### config.mk
export PLATFORM = sky130hd
export DESIGN_NAME = display_timing_gen
export DESIGN_NICKNAME = d
export VERILOG_FILES = /design/src/rtl/dtg_pkg.sv /design/src/rtl/dtg_regs.sv /design/src/rtl/dtg_counters.sv /design/src/rtl/dtg_decode.sv /design/src/rtl/display_timing_gen.sv
export SDC_FILE = /design/constraint.sdc
export NUM_CORES = 2
export LEC_CHECK = 0
export ABC_AREA = 0
export BUFFER_PORTS_ARGS = -buffer_cell sky130_fd_sc_hd__buf_2
export CAP_MARGIN = 25
export CORE_ASPECT_RATIO = 2
export CORE_UTILIZATION = 45
export DETAILED_ROUTE_END_ITERATION = 8
export PLACE_DENSITY_LB_ADDON = 0.08
export REMOVE_ABC_BUFFERS = 1
export SLEW_MARGIN = 25
export SYNTH_ARGS = -nofsm -noshare
export SYNTH_HDL_FRONTEND = slang
export SYNTH_HIERARCHICAL = 1
export SYNTH_SLANG_ARGS = --single-unit
### constraint.sdc
create_clock -name clk -period 5.3 [get_ports clk]
set_input_delay 0.795 -clock clk [delete_from_list [all_inputs] [get_ports clk]]
set_output_delay 0.795 -clock clk [all_outputs]
set_load 0.02 [all_outputs]
### src/rtl/dtg_pkg.sv
package dtg_pkg;

    localparam int DW  = 32;
    localparam int HW  = 16;
    localparam int AW  = 5;

    // Register indices of the programming port
    typedef enum logic [AW-1:0] {
        RI_CTRL      = 5'd0,
        RI_MODE      = 5'd1,
        RI_HTIME     = 5'd2,
        RI_VPERIOD   = 5'd3,
        RI_VPULSE    = 5'd4,
        RI_HDISP     = 5'd5,
        RI_VDISP_BEG = 5'd6,
        RI_VDISP_END = 5'd7,
        RI_HACT      = 5'd8,
        RI_VACT_BEG  = 5'd9,
        RI_VACT_END  = 5'd10,
        RI_BORDER    = 5'd11,
        RI_UNDER     = 5'd12,
        RI_POL       = 5'd13,
        RI_FETCH     = 5'd14,
        RI_FRAMES    = 5'd15,
        RI_LINES     = 5'd16
    } reg_idx_e;

    localparam int MODE_HACT_BIT  = 29;
    localparam int MODE_VACT_BIT  = 30;
    localparam int MODE_FETCH_BIT = 31;

    typedef enum logic [1:0] {
        SRC_BLANK  = 2'd0,
        SRC_LIVE   = 2'd1,
        SRC_BORDER = 2'd2,
        SRC_UNDER  = 2'd3
    } pix_src_e;

    // Frame-shadowed timing set
    typedef struct packed {
        logic [HW-1:0] h_total;
        logic [HW-1:0] h_pulse;
        logic [DW-1:0] v_period;
        logic [DW-1:0] v_pulse;
        logic [HW-1:0] dh_end;
        logic [HW-1:0] dh_start;
        logic [DW-1:0] dv_beg;
        logic [DW-1:0] dv_end;
        logic [HW-1:0] ah_end;
        logic [HW-1:0] ah_start;
        logic [DW-1:0] av_beg;
        logic [DW-1:0] av_end;
        logic          hact_en;
        logic          vact_en;
        logic          fetch_en;
        logic [DW-1:0] fetch_pos;
    } timing_t;

endpackage

### src/rtl/dtg_regs.sv
// Register file of the timing generator.
// Holds a staged copy of every timing field, written by the port, and a live
// copy that follows the staged one while stopped and at each frame wrap.
// Colours and polarity act immediately. Assumes CW <= 32.
module dtg_regs
    import dtg_pkg::*;
#(
    parameter int CW    = 24,
    parameter int CNT_W = 16
) (
    input  logic           clk,
    input  logic           rst_n,
    input  logic           wr_en,
    input  logic [AW-1:0]  wr_addr,
    input  logic [DW-1:0]  wr_data,
    input  logic [AW-1:0]  rd_addr,
    output logic [DW-1:0]  rd_data,
    input  logic           frame_wrap,
    input  logic [CNT_W-1:0] frame_cnt,
    input  logic [CNT_W-1:0] line_cnt,
    output timing_t        live,
    output logic           running,
    output logic [CW-1:0]  border_clr,
    output logic [CW-1:0]  under_clr,
    output logic [2:0]     pol
);

    timing_t staged;

    // Port writes into staged and immediate registers
    always_ff @(posedge clk) begin
        if (!rst_n) begin
            staged     <= '0;
            running    <= 1'b0;
            border_clr <= '0;
            under_clr  <= '0;
            pol        <= '0;
        end else if (wr_en) begin
            case (wr_addr)
                RI_CTRL:      running <= wr_data[0];
                RI_MODE: begin
                    staged.hact_en  <= wr_data[MODE_HACT_BIT];
                    staged.vact_en  <= wr_data[MODE_VACT_BIT];
                    staged.fetch_en <= wr_data[MODE_FETCH_BIT];
                end
                RI_HTIME: begin
                    staged.h_total <= wr_data[31:16];
                    staged.h_pulse <= wr_data[15:0];
                end
                RI_VPERIOD:   staged.v_period <= wr_data;
                RI_VPULSE:    staged.v_pulse  <= wr_data;
                RI_HDISP: begin
                    staged.dh_end   <= wr_data[31:16];
                    staged.dh_start <= wr_data[15:0];
                end
                RI_VDISP_BEG: staged.dv_beg <= wr_data;
                RI_VDISP_END: staged.dv_end <= wr_data;
                RI_HACT: begin
                    staged.ah_end   <= wr_data[31:16];
                    staged.ah_start <= wr_data[15:0];
                end
                RI_VACT_BEG:  staged.av_beg <= wr_data;
                RI_VACT_END:  staged.av_end <= wr_data;
                RI_BORDER:    border_clr <= wr_data[CW-1:0];
                RI_UNDER:     under_clr  <= wr_data[CW-1:0];
                RI_POL:       pol        <= wr_data[2:0];
                RI_FETCH:     staged.fetch_pos <= wr_data;
                default: ;
            endcase
        end
    end

    // Live copy follows staged while stopped and at each frame wrap
    always_ff @(posedge clk) begin
        if (!rst_n) begin
            live <= '0;
        end else if (!running || frame_wrap) begin
            live <= staged;
        end
    end

    // Read-back multiplexer; counters read zero while stopped
    always_comb begin
        rd_data = '0;
        case (rd_addr)
            RI_CTRL:      rd_data = {31'd0, running};
            RI_MODE:      rd_data = {staged.fetch_en, staged.vact_en, staged.hact_en, 29'd0};
            RI_HTIME:     rd_data = {staged.h_total, staged.h_pulse};
            RI_VPERIOD:   rd_data = staged.v_period;
            RI_VPULSE:    rd_data = staged.v_pulse;
            RI_HDISP:     rd_data = {staged.dh_end, staged.dh_start};
            RI_VDISP_BEG: rd_data = staged.dv_beg;
            RI_VDISP_END: rd_data = staged.dv_end;
            RI_HACT:      rd_data = {staged.ah_end, staged.ah_start};
            RI_VACT_BEG:  rd_data = staged.av_beg;
            RI_VACT_END:  rd_data = staged.av_end;
            RI_BORDER:    rd_data = DW'(border_clr);
            RI_UNDER:     rd_data = DW'(under_clr);
            RI_POL:       rd_data = {29'd0, pol};
            RI_FETCH:     rd_data = staged.fetch_pos;
            RI_FRAMES:    rd_data = running ? DW'(frame_cnt) : '0;
            RI_LINES:     rd_data = running ? DW'(line_cnt)  : '0;
            default:      rd_data = '0;
        endcase
    end

endmodule

### src/rtl/dtg_counters.sv
// Position and event counters of the timing generator.
// The in-line position wraps at the line total and the frame position wraps
// at the frame period. All counters are held at zero while stopped.
// Assumes the frame period is a multiple of the line total.
module dtg_counters
    import dtg_pkg::*;
#(
    parameter int CNT_W = 16
) (
    input  logic             clk,
    input  logic             rst_n,
    input  logic             run,
    input  logic [HW-1:0]    h_total,
    input  logic [DW-1:0]    v_period,
    output logic [HW-1:0]    hpos,
    output logic [DW-1:0]    fpos,
    output logic [CNT_W-1:0] line_cnt,
    output logic [CNT_W-1:0] frame_cnt,
    output logic             frame_wrap
);

    logic line_wrap;

    assign line_wrap  = run && (hpos == h_total - HW'(1));
    assign frame_wrap = run && (fpos == v_period - DW'(1));

    // In-line pixel position
    always_ff @(posedge clk) begin
        if (!rst_n || !run)  hpos <= '0;
        else if (line_wrap)  hpos <= '0;
        else                 hpos <= hpos + HW'(1);
    end

    // Frame pixel-clock position
    always_ff @(posedge clk) begin
        if (!rst_n || !run)  fpos <= '0;
        else if (frame_wrap) fpos <= '0;
        else                 fpos <= fpos + DW'(1);
    end

    // Line and frame event counters
    always_ff @(posedge clk) begin
        if (!rst_n || !run) begin
            line_cnt  <= '0;
            frame_cnt <= '0;
        end else if (frame_wrap) begin
            line_cnt  <= '0;
            frame_cnt <= frame_cnt + CNT_W'(1);
        end else if (line_wrap) begin
            line_cnt  <= line_cnt + CNT_W'(1);
        end
    end

endmodule

### src/rtl/dtg_decode.sv
// Window decode and pixel source selection.
// Purely combinational: compares the registered positions against the live
// timing set and picks the pixel source. Outputs are raw (before polarity).
module dtg_decode
    import dtg_pkg::*;
#(
    parameter int CW = 24
) (
    input  logic          run,
    input  timing_t       live,
    input  logic [HW-1:0] hpos,
    input  logic [DW-1:0] fpos,
    input  logic [CW-1:0] border_clr,
    input  logic [CW-1:0] under_clr,
    input  logic [CW-1:0] pix_in,
    input  logic          pix_valid,
    output logic          hs_raw,
    output logic          vs_raw,
    output logic          de_raw,
    output logic          pix_req,
    output logic [1:0]    pix_sel,
    output logic [CW-1:0] pix_data,
    output logic          fetch_pulse
);

    logic in_dh, in_dv, in_ah, in_av, inner;

    // Window membership tests
    always_comb begin
        in_dh = (hpos >= live.dh_start) && (hpos <= live.dh_end);
        in_dv = (fpos >= live.dv_beg)   && (fpos <= live.dv_end);
        in_ah = !live.hact_en || ((hpos >= live.ah_start) && (hpos <= live.ah_end));
        in_av = !live.vact_en || ((fpos >= live.av_beg)   && (fpos <= live.av_end));
        inner = in_ah && in_av;
    end

    // Sync, enable and fetch strobes
    always_comb begin
        hs_raw      = run && (hpos < live.h_pulse);
        vs_raw      = run && (fpos < live.v_pulse);
        de_raw      = run && in_dh && in_dv;
        pix_req     = de_raw && inner;
        fetch_pulse = run && live.fetch_en && (fpos == live.fetch_pos);
    end

    // Pixel source choice
    always_comb begin
        if (!de_raw) begin
            pix_sel  = SRC_BLANK;
            pix_data = '0;
        end else if (!inner) begin
            pix_sel  = SRC_BORDER;
            pix_data = border_clr;
        end else if (pix_valid) begin
            pix_sel  = SRC_LIVE;
            pix_data = pix_in;
        end else begin
            pix_sel  = SRC_UNDER;
            pix_data = under_clr;
        end
    end

endmodule

### src/rtl/display_timing_gen.sv
// Top level of the register-programmed display timing generator.
// Ties the register file, counters and decoder together and applies output
// polarity. Single pixel-clock domain, synchronous active-low reset.
module display_timing_gen
    import dtg_pkg::*;
#(
    parameter int CW    = 24,
    parameter int CNT_W = 16
) (
    input  logic          clk,
    input  logic          rst_n,
    input  logic          wr_en,
    input  logic [4:0]    wr_addr,
    input  logic [31:0]   wr_data,
    input  logic [4:0]    rd_addr,
    output logic [31:0]   rd_data,
    input  logic [CW-1:0] pix_in,
    input  logic          pix_valid,
    output logic          hsync,
    output logic          vsync,
    output logic          de,
    output logic          pix_req,
    output logic [1:0]    pix_sel,
    output logic [CW-1:0] pix_data,
    output logic          fetch_start
);

    timing_t          live;
    logic             running;
    logic [CW-1:0]    border_clr, under_clr;
    logic [2:0]       pol;
    logic [HW-1:0]    hpos;
    logic [DW-1:0]    fpos;
    logic [CNT_W-1:0] line_cnt, frame_cnt;
    logic             frame_wrap;
    logic             hs_raw, vs_raw, de_raw;

    dtg_regs #(.CW(CW), .CNT_W(CNT_W)) u_regs (
        .clk(clk), .rst_n(rst_n),
        .wr_en(wr_en), .wr_addr(wr_addr), .wr_data(wr_data),
        .rd_addr(rd_addr), .rd_data(rd_data),
        .frame_wrap(frame_wrap), .frame_cnt(frame_cnt), .line_cnt(line_cnt),
        .live(live), .running(running),
        .border_clr(border_clr), .under_clr(under_clr), .pol(pol)
    );

    dtg_counters #(.CNT_W(CNT_W)) u_cnt (
        .clk(clk), .rst_n(rst_n), .run(running),
        .h_total(live.h_total), .v_period(live.v_period),
        .hpos(hpos), .fpos(fpos),
        .line_cnt(line_cnt), .frame_cnt(frame_cnt), .frame_wrap(frame_wrap)
    );

    dtg_decode #(.CW(CW)) u_dec (
        .run(running), .live(live), .hpos(hpos), .fpos(fpos),
        .border_clr(border_clr), .under_clr(under_clr),
        .pix_in(pix_in), .pix_valid(pix_valid),
        .hs_raw(hs_raw), .vs_raw(vs_raw), .de_raw(de_raw),
        .pix_req(pix_req), .pix_sel(pix_sel), .pix_data(pix_data),
        .fetch_pulse(fetch_start)
    );

    // Output polarity
    always_comb begin
        hsync = hs_raw ^ pol[0];
        vsync = vs_raw ^ pol[1];
        de    = de_raw ^ pol[2];
    end

endmodule

# After elaboration in Yosys (flattened, before gate mapping)
# Index checks and enable logic that the tools add are counted.
[word_totals]
reg_bits = 778
input_bits = 70
out_inout_bits = 63
elab_cells = 142
[classes]
n_addsub = 6
order_cmp = 10
eq_ne = 33
n_mux = 9
bitwise_logic = 3
n_reduce_logical = 41
[ops]
columns = ["op", "n"]
rows = [
  ["case mux 32 bit (17 select lines)", 1],
  ["equality test 5 x 4 -> 1 bit, second input constant", 15],
  ["two-way mux 24 bit", 3],
  ["equality test 32 bit", 2],
  ["greater-or-equal comparator 32 bit", 2],
  ["less-or-equal comparator 32 bit", 2],
  ["adder 16 x 1 -> 16 bit, second input constant", 3],
  ["equality test 5 x 3 -> 1 bit, second input constant", 8],
  ["adder 32 x 1 -> 32 bit, second input constant", 1],
  ["greater-or-equal comparator 16 bit", 2],
  ["less-or-equal comparator 16 bit", 2],
  ["< comparator 32 bit", 1],
  ["two-way mux 16 bit", 2],
  ["subtractor 32 x 1 -> 32 bit, second input constant", 1],
  ["AND reduction 2 bit", 15],
  ["equality test 5 x 2 -> 1 bit, second input constant", 4],
  ["equality test 16 bit", 1],
  ["< comparator 16 bit", 1],
  ["subtractor 16 x 1 -> 16 bit, second input constant", 1],
  ["logical AND 1 bit", 14],
  ["equality test 5 x 1 -> 1 bit, second input constant", 2],
  ["zero test 5 bit", 2],
  ["two-way mux 2 bit", 3],
  ["equality test 5 bit, second input constant", 1],
  ["other kinds (4)", 13],
]

# Longest topological paths before layout
[depth]
ltp_word = 6
depth_mapped = 19
ltp_nobuf = 12

# Hierarchy
# The synthesis kept the hierarchy.
[by_module_without_submodules]
columns = ["mod", "n_inst", "cells_per_inst", "area_each_um2", "seq_area_each_um2"]
rows = [
  ["dtg_regs", 1, 3485, 28551.1, 13973.4],
  ["dtg_decode", 1, 971, 7138.1, 0.0],
  ["dtg_counters", 1, 689, 5420.2, 1601.5],
  ["display_timing_gen", 1, 3, 26.3, 0.0],
]

# Least setup slack after synthesis
# OpenSTA, ideal clock, no wires.
[synth_timing]
path_type = "reg-to-reg"
start = "register u_regs/live[259] (netlist name)"
end = "register u_regs/live[249] (netlist name)"
setup_time_ns = 0.076
t_arrival_ns = 3.875
t_required_ns = 5.224
setup_slack_ns = 1.349
stages_incl_launch_ff = 19
path_buffers = 6
cell_sequence = "dfxtp_1 > inv_1 > ha_1 > or4b_4 > buf_6 > or4b_1 > a211o_1 > nand2_1 > and3_1 > nand4_1 > buf_2 > clkbuf_1 > nor2_1 > nand2b_1 > clkbuf_1 > clkbuf_1 > clkbuf_1 > nand2_1 > a21boi_0"
[synth_via]
elab_chain_len = 4
[synth_rtl]
columns = ["element", "line_no", "rtl"]
rows = [
  ["subtractor 32 x 1 -> 32 bit", "dtg_counters.sv:25", "assign frame_wrap = run && (fpos == v_period - DW'(1));"],
  ["equality test 32 bit", "dtg_counters.sv:25", ""],
  ["logical AND 1 bit", "dtg_counters.sv:25", ""],
  ["net frame_wrap", "display_timing_gen.sv:35", "logic frame_wrap;"],
  ["logical OR 1 bit", "dtg_regs.sv:77", "end else if (!running || frame_wrap) begin"],
]
# The timed path passes the listed nets, and every way through them passes these cells.
# A chain may end at the register's enable or synchronous reset.

# Worst setup path after layout
[layout_timing]
start = "register u_cnt.hpos[14]"
end = "output pix_data[1]"
[layout_via]
word_cells_on_any_way = 12
[layout_rtl]
columns = ["element", "line_no", "rtl"]
rows = [
  ["from (decl)", "dtg_counters.sv:15", "output logic [HW-1:0] hpos,"],
  ["from (signal assigned)", "dtg_counters.sv:31", "else hpos <= hpos + HW'(1);"],
  ["greater-or-equal comparator 16 bit or less-or-equal comparator 16 bit (tied branches)", "dtg_decode.sv:30", "in_dh = (hpos >= live.dh_start) && (hpos <= live.dh_end);"],
  ["logical AND 1 bit *", "dtg_decode.sv:30", ""],
  ["logical AND 1 bit * (2 in a row)", "dtg_decode.sv:41", "de_raw = run && in_dh && in_dv;"],
  ["net de_raw", "display_timing_gen.sv:36", "logic hs_raw, vs_raw, de_raw;"],
  ["two-way mux 24 bit *", "dtg_decode.sv:48", "if (!de_raw) begin"],
  ["to (decl)", "display_timing_gen.sv:24", "output logic [CW-1:0] pix_data,"],
]
# The timed path passes the listed nets; every way through them passes the cells marked *.

==> flow_metrics.py <==
metrics = {
    "pwr": {
        "p_per_area_nw_per_um2": 270,
        "peakVddDrop_mv": 0.223,
        "leakagePower_nw": 16.4,
    },
    "routing": {
        "vias_per_cell": 6.17,
        "drt_first_pass_iters": 8,
        "vias": 39500,
        "routedWlPerCell_um": 31.6,
        "drc": 0,
        "ant_nets": 0,
        "first_iter_violations": 4151,
        "routed_wl_um": 202000,
    },
    "critical_path": {
        "critPathLaunch": "u_cnt/hpos[14]",
        "worstPathMaxFanout": 27,
        "worstSetupStartpointType": "register",
        "reg2reg_from": "u_regs/live[264]",
        "critPathKind": "register to primary output",
        "cp_data_arrival_time_ps": 4470,
        "critPathRequiredTime_ps": 4510,
        "end_kind": "primary output",
    },
    "worst_hold_path": {
        "hp-class": "register to register",
        "min-delay-start": "u_regs/live[109]",
    },
    "clock_tree": {
        "cts_root_buf": "clkbuf_16",
        "clock_latency_ps": 710,
        "cts_tree": "done",
        "cts_buffer_depth": 3,
        "htree_levels": 3,
        "clk_pin_slew_ps": 60,
        "post_cts_buffers": 0,
        "cts_hold_buf": 0,
        "numCtsBuffers": 75,
        "clock-sinks": 778,
    },
    "global_route": {
        "grt_util_all_layers_pct": 43.0,
        "grt_pass1_vias": 38400,
        "grt_max_degree": 161,
        "grt_pass1_wl_um": 282000,
        "antenna_found_initial": 16,
        "overflow": 0,
    },
    "floorplanning": {
        "die_area_um2": 92700,
        "start_util_pct": 45.5,
        "io-pin-count": 133,
        "die_x_um": 216,
        "placementRows": 156,
        "die-height_um": 430,
        "core-area_um2": 90400,
    },
    "sta": {
        "min_period_ps": 5270,
        "slew_headroom_pct": 13.5,
        "max_freq_mhz": 190,
        "period_share_pct": 99.4,
        "setup_violations": 0,
        "hold_violations": 0,
        "tightestPinTransition_ps": 1280,
        "finalMaxSlewViolations": 0,
        "fin_setup_tns_ps": 0,
        "rsz0062_at_grt": "false",
        "skew_ps": 34.7,
    },
    "final_layout": {
        "final_cell_area_um2": 46000,
        "fillers": 8946,
        "area_delta_synth_final_pct": 11.7,
        "nNetsFinal": 5464,
        "drive_gt1_share_pct": 10.0,
    },
    "synthesis": {
        "syn_area_um2": 41100,
        "yosys_most_used_dff": "dfxtp_1",
        "synth_edf_count": 0,
        "async_reset_ff_share_pct": 0,
        "synthCells": 5148,
        "yosys_warnings": 6,
        "synth-seq-cells": 778,
        "yosysSeqAreaShare_pct": 37.9,
        "syn_area_per_cell_um2": 7.99,
        "synth.distinct_cells": 89,
    },
    "place": {
        "dpl-instance-area_um2": 43300,
        "finalWeightedCongestion": 1.01,
        "hpwl_um": 146000,
        "port_buffers": 132,
    },
    "run_status": {
        "status": "complete, no violations",
    },
    "run": {
        "cap_violations": 0,
    },
}
## power by group
group | internal (mW) | switching, mW | total, mW | leakage, nW
registers | 5.87 | 0.0442 | 5.92 | 6.27
logic | 0.193 | 0.424 | 0.617 | 8.81
clock network | 3.25 | 2.61 | 5.86 | 1.28
## stage by stage
stage,util [%],power [mW],instances,hold slack [ps],setup WS [ps]
after floorplan,-,6.25,4805,441,-7950
after detailed placement,47.9,6.64,6256,456,502
after global routing,50.8,12.7,6398,482,60.4
after CTS,50.8,12.4,6394,462,48.1
after global placement,47.8,6.64,6254,449,486
final,50.9,12.4,6401,461,32.9
## synth_stat cells, types with 29 or more instances
library cell | number | area (um2)
clkbuf_1 | 274 | 1030
a22o_1 | 40 | 350
nor4_1 | 29 | 181
ha_1 | 244 | 3050
inv_1 | 260 | 976
xor2_1 | 70 | 613
a21boi_0 | 659 | 4950
a21oi_1 | 117 | 586
a21boi_1 | 43 | 323
nor3_1 | 38 | 190
nor2_1 | 139 | 522
or3_1 | 42 | 263
or4_1 | 37 | 278
o31ai_1 | 30 | 225
nand4_1 | 90 | 563
a21o_1 | 36 | 270
buf_2 | 47 | 235
nand3_1 | 80 | 400
mux2_2 | 34 | 383
a22oi_1 | 66 | 495
nand2_1 | 1501 | 5630
dfxtp_1 | 778 | 15600
xnor2_1 | 67 | 587
o21ai_0 | 63 | 315
a221oi_1 | 41 | 359
## cell type report
type	instances	area, um2	share of cell area, %
multi-input combinational	3767	23300	50.6
sequential	778	15600	33.9
clock buffer	103	2220	4.82
clock inverter	35	397	0.863
antenna	5	12.5	0.0272
timing repair buffer	268	2040	4.44
inverter	260	976	2.12
tap	1185	1480	3.23
## worst paths after layout
path	cells after the start	slack (ps)	end
worst min register to register	2	460	u_regs/live[109]
worst min-delay path	2	460	u_regs/live[109]
worst max-delay path	9	30	pix_data[1]
worst max register to register	12	830	u_regs/live[265]
## flip-flops by register name, summed over array words and instances, names as in the netlist
name and count:
u_regs/under_clr 24, u_cnt/frame_cnt 16, u_cnt/line_cnt 16, u_cnt/hpos 16, u_regs/border_clr 24, u_regs/live 323
u_regs/pol 3, u_regs/staged 323, u_regs/running 1, u_cnt/fpos 32
## what timing repair did
action	in CTS	in global routing
resized for setup	1	1
endpoints found under the setup margin	28	27
endpoints found under the hold margin	0	0
## critical path, stage by stage (launching register included)
cell and delay (ps):
dfxtp_1 650, ha_1 240, nand4_1 200, or4_1 620, or3_1 410, a32oi_2 580
o211a_1 380, buf_12 260, o221a_2 230, buf_2 160
## metal layers
layer,global-route usage [%],part of all wire (%),up-vias
met5,0,0.017,-
met4,46.0,13,6
met3,8.75,7.2,880
met2,71.0,47,2123
met1,43.3,33,18900
li1,-,-,17600
## layout by cell type, fill, tap and decap left out, drive strengths merged, types with 26 or more instances in the layout
master / n
nand2: 1501
dfxtp: 778
a21boi: 702
buf: 268
inv: 262
ha: 244
nor2: 148
a21oi: 117
clkbuf: 103
nand4: 90
nand3: 80
xor2: 70
xnor2: 67
a22oi: 66
o21ai: 64
a221oi: 44
or3: 42
a22o: 40
or4: 39
nor3: 39
a21o: 36
mux2: 34
nor4: 33
o31ai: 30
and3: 26
## logic make-up (layout without fill, tap and decap cells)
family	Yosys count	in the layout	synth area share (%)
simple gates	2097	2097	22.2
buf+inv	603	666	5.96
compound gates	1234	1234	22.1
xor+xnor	137	137	2.92
mux	55	55	1.50
other cells	0	5	0
flops	778	778	37.9
fa+ha+maj	244	244	7.42
No activity file was read; power rests on OpenSTA's default activity.
